==> config.mk <==
export PLATFORM = sky130hd
export DESIGN_NAME = spi_clkgen
export DESIGN_NICKNAME = d
export VERILOG_FILES = /design/src/rtl/spi_clkgen_pkg.sv /design/src/rtl/spi_clkgen_dp.sv /design/src/rtl/spi_clkgen_ctl.sv /design/src/rtl/spi_clkgen.sv
export SDC_FILE = /design/constraint.sdc
export NUM_CORES = 1
export LEC_CHECK = 0
export ABC_CLOCK_PERIOD_IN_PS = 3600
export BUFFER_PORTS_ARGS = -buffer_cell sky130_fd_sc_hd__buf_2
export CAP_MARGIN = 20
export CORE_MARGIN = 4
export CORE_UTILIZATION = 45
export CTS_CLUSTER_DIAMETER = 200
export DETAILED_ROUTE_END_ITERATION = 10
export PLACE_DENSITY = 0.68
export SETUP_SLACK_MARGIN = 0.1
export SLEW_MARGIN = 15
export SYNTH_ARGS = -nofsm -noshare
export SYNTH_HDL_FRONTEND = slang
export SYNTH_SLANG_ARGS = --single-unit
==> constraint.sdc <==
create_clock -name clk -period 3.6 [get_ports clk]
set_clock_uncertainty 0.05 [all_clocks]
set_input_delay 0.36 -clock clk [delete_from_list [all_inputs] [get_ports clk]]
set_output_delay 0.36 -clock clk [all_outputs]
set_load 0.02 [all_outputs]
==> src/rtl/spi_clkgen_pkg.sv <==
package spi_clkgen_pkg;

  // Strobes from the control FSM to the divider datapath
  typedef struct packed {
    logic load;   // capture divider settings (generator idle)
    logic clear;  // hold the half-period counter at zero
    logic count;  // advance the half-period counter
  } cnt_ctl_t;

endpackage

==> src/rtl/spi_clkgen_dp.sv <==
module spi_clkgen_dp
  import spi_clkgen_pkg::*;
#(
  parameter int EXP_W  = 3,
  parameter int LIN_W  = 8,
  parameter int TERM_W = 8
) (
  input  logic             clk,
  input  logic             rstN,
  input  cnt_ctl_t         ctl,
  input  logic             linSel,
  input  logic [EXP_W-1:0] powExp,
  input  logic [LIN_W-1:0] linDiv,
  input  logic             cphaIn,
  output logic             termHit,
  output logic             cphaQ
);

  logic [TERM_W-1:0] powTerm;
  logic [TERM_W-1:0] linTerm;
  logic [TERM_W-1:0] nextTerm;
  logic [TERM_W-1:0] termQ;
  logic [TERM_W-1:0] cnt;

  // Power-of-two half period minus one: a mask of (powExp + 1) ones
  for (genvar i = 0; i < TERM_W; i++) begin : g_powMask
    assign powTerm[i] = (32'(powExp) >= i);
  end

  // Linear half period minus one is the programmed value itself
  assign linTerm  = TERM_W'(linDiv);
  assign nextTerm = linSel ? linTerm : powTerm;

  always_ff @(posedge clk or negedge rstN) begin
    if (!rstN) begin
      termQ <= '0;
      cphaQ <= 1'b0;
    end else if (ctl.load) begin
      termQ <= nextTerm;
      cphaQ <= cphaIn;
    end
  end

  assign termHit = (cnt == termQ);

  always_ff @(posedge clk or negedge rstN) begin
    if (!rstN) begin
      cnt <= '0;
    end else if (ctl.clear) begin
      cnt <= '0;
    end else if (ctl.count) begin
      cnt <= termHit ? '0 : cnt + 1'b1;
    end
  end

endmodule

==> src/rtl/spi_clkgen_ctl.sv <==
module spi_clkgen_ctl
  import spi_clkgen_pkg::*;
(
  input  logic     clk,
  input  logic     rstN,
  input  logic     run,
  input  logic     cpolIn,
  input  logic     termHit,
  input  logic     cphaQ,
  output cnt_ctl_t ctl,
  output logic     sclk,
  output logic     leadStb,
  output logic     trailStb,
  output logic     sampleStb,
  output logic     shiftStb
);

  logic active;
  logic phase;   // 0: next edge leaves idle level, 1: next edge returns
  logic edgeNow;

  assign ctl.load  = !active;
  assign ctl.clear = !(active && run);
  assign ctl.count = active && run;
  assign edgeNow   = active && run && termHit;

  always_ff @(posedge clk or negedge rstN) begin
    if (!rstN) begin
      active   <= 1'b0;
      phase    <= 1'b0;
      sclk     <= 1'b0;
      leadStb  <= 1'b0;
      trailStb <= 1'b0;
    end else begin
      leadStb  <= edgeNow && !phase;
      trailStb <= edgeNow && phase;
      if (!active) begin
        active <= run;
        phase  <= 1'b0;
        sclk   <= cpolIn;
      end else if (!run) begin
        active <= 1'b0;
        phase  <= 1'b0;
        sclk   <= cpolIn;
      end else if (termHit) begin
        phase <= !phase;
        sclk  <= !sclk;
      end
    end
  end

  assign sampleStb = cphaQ ? trailStb : leadStb;
  assign shiftStb  = cphaQ ? leadStb  : trailStb;

endmodule

==> src/rtl/spi_clkgen.sv <==
module spi_clkgen
  import spi_clkgen_pkg::*;
#(
  parameter int EXP_W = 3,
  parameter int LIN_W = 8
) (
  input  logic             clk,
  input  logic             rstN,
  input  logic             run,
  input  logic             linSel,
  input  logic [EXP_W-1:0] powExp,
  input  logic [LIN_W-1:0] linDiv,
  input  logic             cpol,
  input  logic             cpha,
  output logic             sclk,
  output logic             leadStb,
  output logic             trailStb,
  output logic             sampleStb,
  output logic             shiftStb
);

  localparam int POW_TERM_W = 1 << EXP_W;
  localparam int TERM_W     = (POW_TERM_W > LIN_W) ? POW_TERM_W : LIN_W;

  cnt_ctl_t ctl;
  logic     termHit;
  logic     cphaQ;

  spi_clkgen_ctl u_ctl (
    .clk      (clk),
    .rstN     (rstN),
    .run      (run),
    .cpolIn   (cpol),
    .termHit  (termHit),
    .cphaQ    (cphaQ),
    .ctl      (ctl),
    .sclk     (sclk),
    .leadStb  (leadStb),
    .trailStb (trailStb),
    .sampleStb(sampleStb),
    .shiftStb (shiftStb)
  );

  spi_clkgen_dp #(
    .EXP_W (EXP_W),
    .LIN_W (LIN_W),
    .TERM_W(TERM_W)
  ) u_dp (
    .clk    (clk),
    .rstN   (rstN),
    .ctl    (ctl),
    .linSel (linSel),
    .powExp (powExp),
    .linDiv (linDiv),
    .cphaIn (cpha),
    .termHit(termHit),
    .cphaQ  (cphaQ)
  );

endmodule

# Yosys cells after proc, flatten, opt, wreduce, memory -nomap -nowiden
# Cells that the tools add are included.
# totals
ff_bits	22
in_bits	17
out_inout_bits	5
elab_cells	37
# classes
n_addsub	1
order_cmp	7
eq_ne	2
mux	13
reduce_logical	6
# ops
cell	count
$mux 8	3
$ge 3x3->1 const B	4
$mux 1	10
$add 8x1->8 const B	1
$eq 8x8->1	1
$ge 3x2->1 const B	2
$logic_and 1x1->1	4
$ge 3x1->1 const B	1
$ne 3x2->1 const B	1
$logic_not 1->1	2

# Depth between registers and ports, before layout
# depth
ltp_word	4
ltp_mapped	4
ltp_nobuf	4

# Cells and area by module
# Synthesis repeated with hierarchy kept, for this count alone.
# hier_totals
hier_cells	119
area_unflattened_um2	1143.6
# by_module_without_submodules
mod	n_inst	cells_each	area_per_inst_um2	seq_area_each_um2
spi_clkgen_dp	1	102	935.9	425.4
spi_clkgen_ctl	1	17	207.7	125.1

# Worst setup path before layout
# No wires, ideal clock.
# synth_path
path_type	register to register
startpoint	register u_dp.cnt[2]
endpoint	register u_ctl.sclk
setup_time_ns	0.069
t_arrival_ns	1.340
required_ns	3.481
path_slack_ns	2.141
path_stages_with_launch	5
path_buffers	0
synth_period_minus_slack_ns	1.459
path_cell_list	dfrtp_1 > xnor2_1 > nand4_2 > or4_1 > nand3_1
# synth_via
elab_chain_cells	2
# synth_lines
item	line	rtl
start: declaration	spi_clkgen_dp.sv:23	logic [TERM_W-1:0] cnt;
start signal: assignment	spi_clkgen_dp.sv:52	cnt <= termHit ? '0 : cnt + 1'b1;
$eq 8x8->1	spi_clkgen_dp.sv:44	assign termHit = (cnt == termQ);
$ne 3x2->1 (no source line)	--	
end signal: assignment	spi_clkgen_ctl.sv:40	sclk <= cpolIn;
end signal: assignment	spi_clkgen_ctl.sv:44	sclk <= cpolIn;
end signal: assignment	spi_clkgen_ctl.sv:47	sclk <= !sclk;
end: declaration	spi_clkgen_ctl.sv:11	output logic sclk,
# No other way between the ends.
# A chain may end at the register's enable or synchronous reset.

# Worst setup path in the final report
# layout_path
startpoint	register u_dp.cphaQ
endpoint	output port sampleStb
# layout_via
elab_chain_cells	1
# layout_lines
item	line	rtl
start: declaration	spi_clkgen_dp.sv:16	output logic cphaQ
start signal: assignment	spi_clkgen_dp.sv:40	cphaQ <= cphaIn;
$mux 1	spi_clkgen_ctl.sv:52	assign sampleStb = cphaQ ? trailStb : leadStb;
end: declaration	spi_clkgen.sv:18	output logic sampleStb,
# No other way between the ends.

==> flow_metrics.tcl <==
set metrics [dict create \
    grt_max_degree 23 \
    hold_end "u_ctl.active" \
    seqCellArea_um2 551 \
    drcViolationCount 0 \
    antenna_found_initial 0 \
    cts_root_buf "clkbuf_4" \
    ant_nets 0 \
    cap_violations 0 \
    worstReg2RegStart "u_dp.cnt[2]" \
    ys_warn_count 0 \
    syn_nets 120 \
    wire_per_inst_um 13.1 \
    multiInputGateArea_um2 492 \
    numCtsBuffers 3 \
    row_count 17 \
    fin_crit_sh_pct 45.8 \
    dp_slack_ps 2040 \
    h-tree-depth 1 \
    io_buffers 21 \
    final_nets 144 \
    r2r_cells 4 \
    setup_ws_ps 1950 \
    cts_sinks 22 \
    holdWs_ps 131 \
    dp_hpwl_um 1530 \
    grtUsageMet3_pct 3.22 \
    power.leakage_nw 0.570 \
    grt-ovfl-total 0 \
    synth_compound_area_share_pct 10.8 \
    crit_family "flip-flops" \
    synth_xor_area_share_pct 12.9 \
    status "finished clean" \
    peakVddDrop_uv 183 \
    synth.top_cell.area_share_pct 51.5 \
    min-delay-start "run" \
    drive_gt1_share_pct 28.0 \
    r2r-end "u_ctl.sclk" \
    nFillCells 200 \
    p_per_area_nw_per_um2 373 \
    cts_resized 0 \
    yosys_most_used_dff "dfrtp_1" \
    grt_pass1_vias 820 \
    yosys.area_share.simple_pct 18.0 \
    coreArea_um2 2230 \
    final_area_um2 1240 \
    finalHoldViolCount 0 \
    initial_core_util_pct 47.8 \
    power_uw 464 \
    critical_path_class "reg -> out" \
    hold_depth 1 \
    ioPinCount 22 \
    avgSynthCellArea_um2 10.5 \
    relSlewSlack_pct 66.7 \
    tightestPinTransition_ps 499 \
    end_kind "primary output" \
    cp_max_fo 3 \
    grt_setup_unrepaired "no" \
    path_cells "mux2_2 > buf_2" \
    synthAdderAreaFrac_pct 1.17 \
    cp_slowest_stage_delay_ps 420 \
    diodes 0 \
    via_count 800 \
    cp.required_ps 3190 \
    reg2reg_slack_ps 2020 \
    synth.area.top_cells "dfrtp_1 (52%), xnor2_1 (6.6%), nor2_1 (3.5%), xor2_1 (3.3%), nand2_1 (3.2%)" \
    busiest_layer "met2" \
    synth_top_family_by_area "simple AND/OR/NAND/NOR gates" \
    fmax_mhz 607 \
    maxSlewViolCount 0 \
    clk_pin_slew_ps 120 \
    grt_pass1_wl_um 3600 \
    synth_mux_area_share_pct 3.16 \
    startpoint "u_dp.cphaQ" \
    met1_usage_pct 18.7 \
    gp_congestion 0.784 \
    yosys.area.top_type "dfrtp_1" \
    clock_latency_ps 310 \
    final-setup-viol-count 0 \
    placement.cell_area_um2 1200 \
    cp.arrival_ps 1240 \
    area_growth_pct 16.4 \
    netlist_area_um2 1070 \
    dr.first_iter.drc_count 4 \
    async_flop_share_pct 100 \
    die_h_um 56.7 \
    drt-vias-per-instance 5.23 \
    hp-class "in -> reg" \
    use_met2_pct 22.4 \
    ys_types 30 \
    seq_area_frac_synth_pct 51.5 \
    die-width_um 56.7 \
    grt_usage_pct 14.5 \
    cts_tree "yes" \
    setup-tns-final_ps 0 \
    clock_path_buffers 2 \
    finalCriticalPeriod_ps 1650 \
    yosys_register_bits 22 \
    crit_path_start_kind "flip-flop" \
    synth_edf_count 0 \
    cp_slowest_cell "dfrtp_1" \
    drt_pass1_iterations 4 \
    drt-total-wl_um 2000 \
    die_area_um2 3220 \
    netlist_instances 102 \
    critical_path_buf_inv_count 1 \
]
==> kinds of logic (layout without fill, tap and decap cells) <==
family	after synthesis	after routing
AND/OR/NAND/NOR	37	37
AO/OA/AOI/OAI	18	18
flip-flops	22	22
XOR/XNOR	14	14
buffers and inverters	7	30
multiplexers	3	3
adder cells (fa/ha/maj)	1	1
==> Yosys cell counts, types with 2 or more instances <==
library cell,instances
dfrtp_1,22
nor2_1,10
nand2_1,9
xnor2_1,8
a21oi_1,6
nand3_1,5
o21ai_0,5
inv_1,4
xor2_1,4
mux2_2,3
buf_1,2
nand4_2,2
nor2b_1,2
nor4_1,2
o31ai_1,2
xnor2_2,2
==> sequential cells by signal (all words and copies together) (netlist names) <==
signal / count
u_dp.cnt: 8
u_dp.termQ: 8
u_ctl.active: 1
u_ctl.leadStb: 1
u_ctl.phase: 1
u_ctl.sclk: 1
u_ctl.trailStb: 1
u_dp.cphaQ: 1
==> repair_timing <==
action,4_1_cts,5_1_grt
hold buffers,1,0
endpoints found under the hold margin,22,0
buffers inserted,0,0
==> area by class of cell <==
type	count	share of cell area [%]
sequential	22	44.3
inverter	4	1.21
tap	28	2.82
clock buffer	4	2.92
multi-input combinational	73	39.5
timing repair buffer	22	9.26
==> worst max path at each step <==
stage | to | cells after the start
after floorplan | u_ctl.sclk | 4
after global placement | u_ctl.sclk | 4
after detailed placement | u_ctl.sclk | 4
after CTS | sampleStb | 2
after global routing | sampleStb | 2
final | sampleStb | 2
==> power breakdown <==
group | leakage [nW] | internal, mW | switching, mW | total, mW
logic | 0.266 | 0.0275 | 0.0291 | 0.0566
clock network | 0.0210 | 0.0617 | 0.0716 | 0.133
registers | 0.283 | 0.260 | 0.0143 | 0.274
total | 0.570 | 0.349 | 0.115 | 0.464
==> metrics by stage <==
stage	util [%]	instances
floorplan	-	102
global placement	53.6	148
detailed placement	53.6	148
CTS	55.7	153
global route	55.7	153
finish	55.7	153
==> cell usage in the layout (no fill, tap or decap), types with 3 or more instances in the layout <==
cell	Yosys	layout
nand2_1	9	9
xnor2_1	8	8
nand3_1	5	5
a21oi_1	6	6
buf_2	0	21
o21ai_0	5	5
dfrtp_1	22	22
inv_1	4	4
mux2_2	3	3
xor2_1	4	4
clkbuf_4	0	3
nor2_1	10	10
==> layer usage <==
metal	wire length, µm	vias to the layer above
li1	-	401
met3	94	4
met2	917	22
met5	0	-
met4	40	0
met1	946	373
No activity file was read; power rests on OpenSTA's default activity.
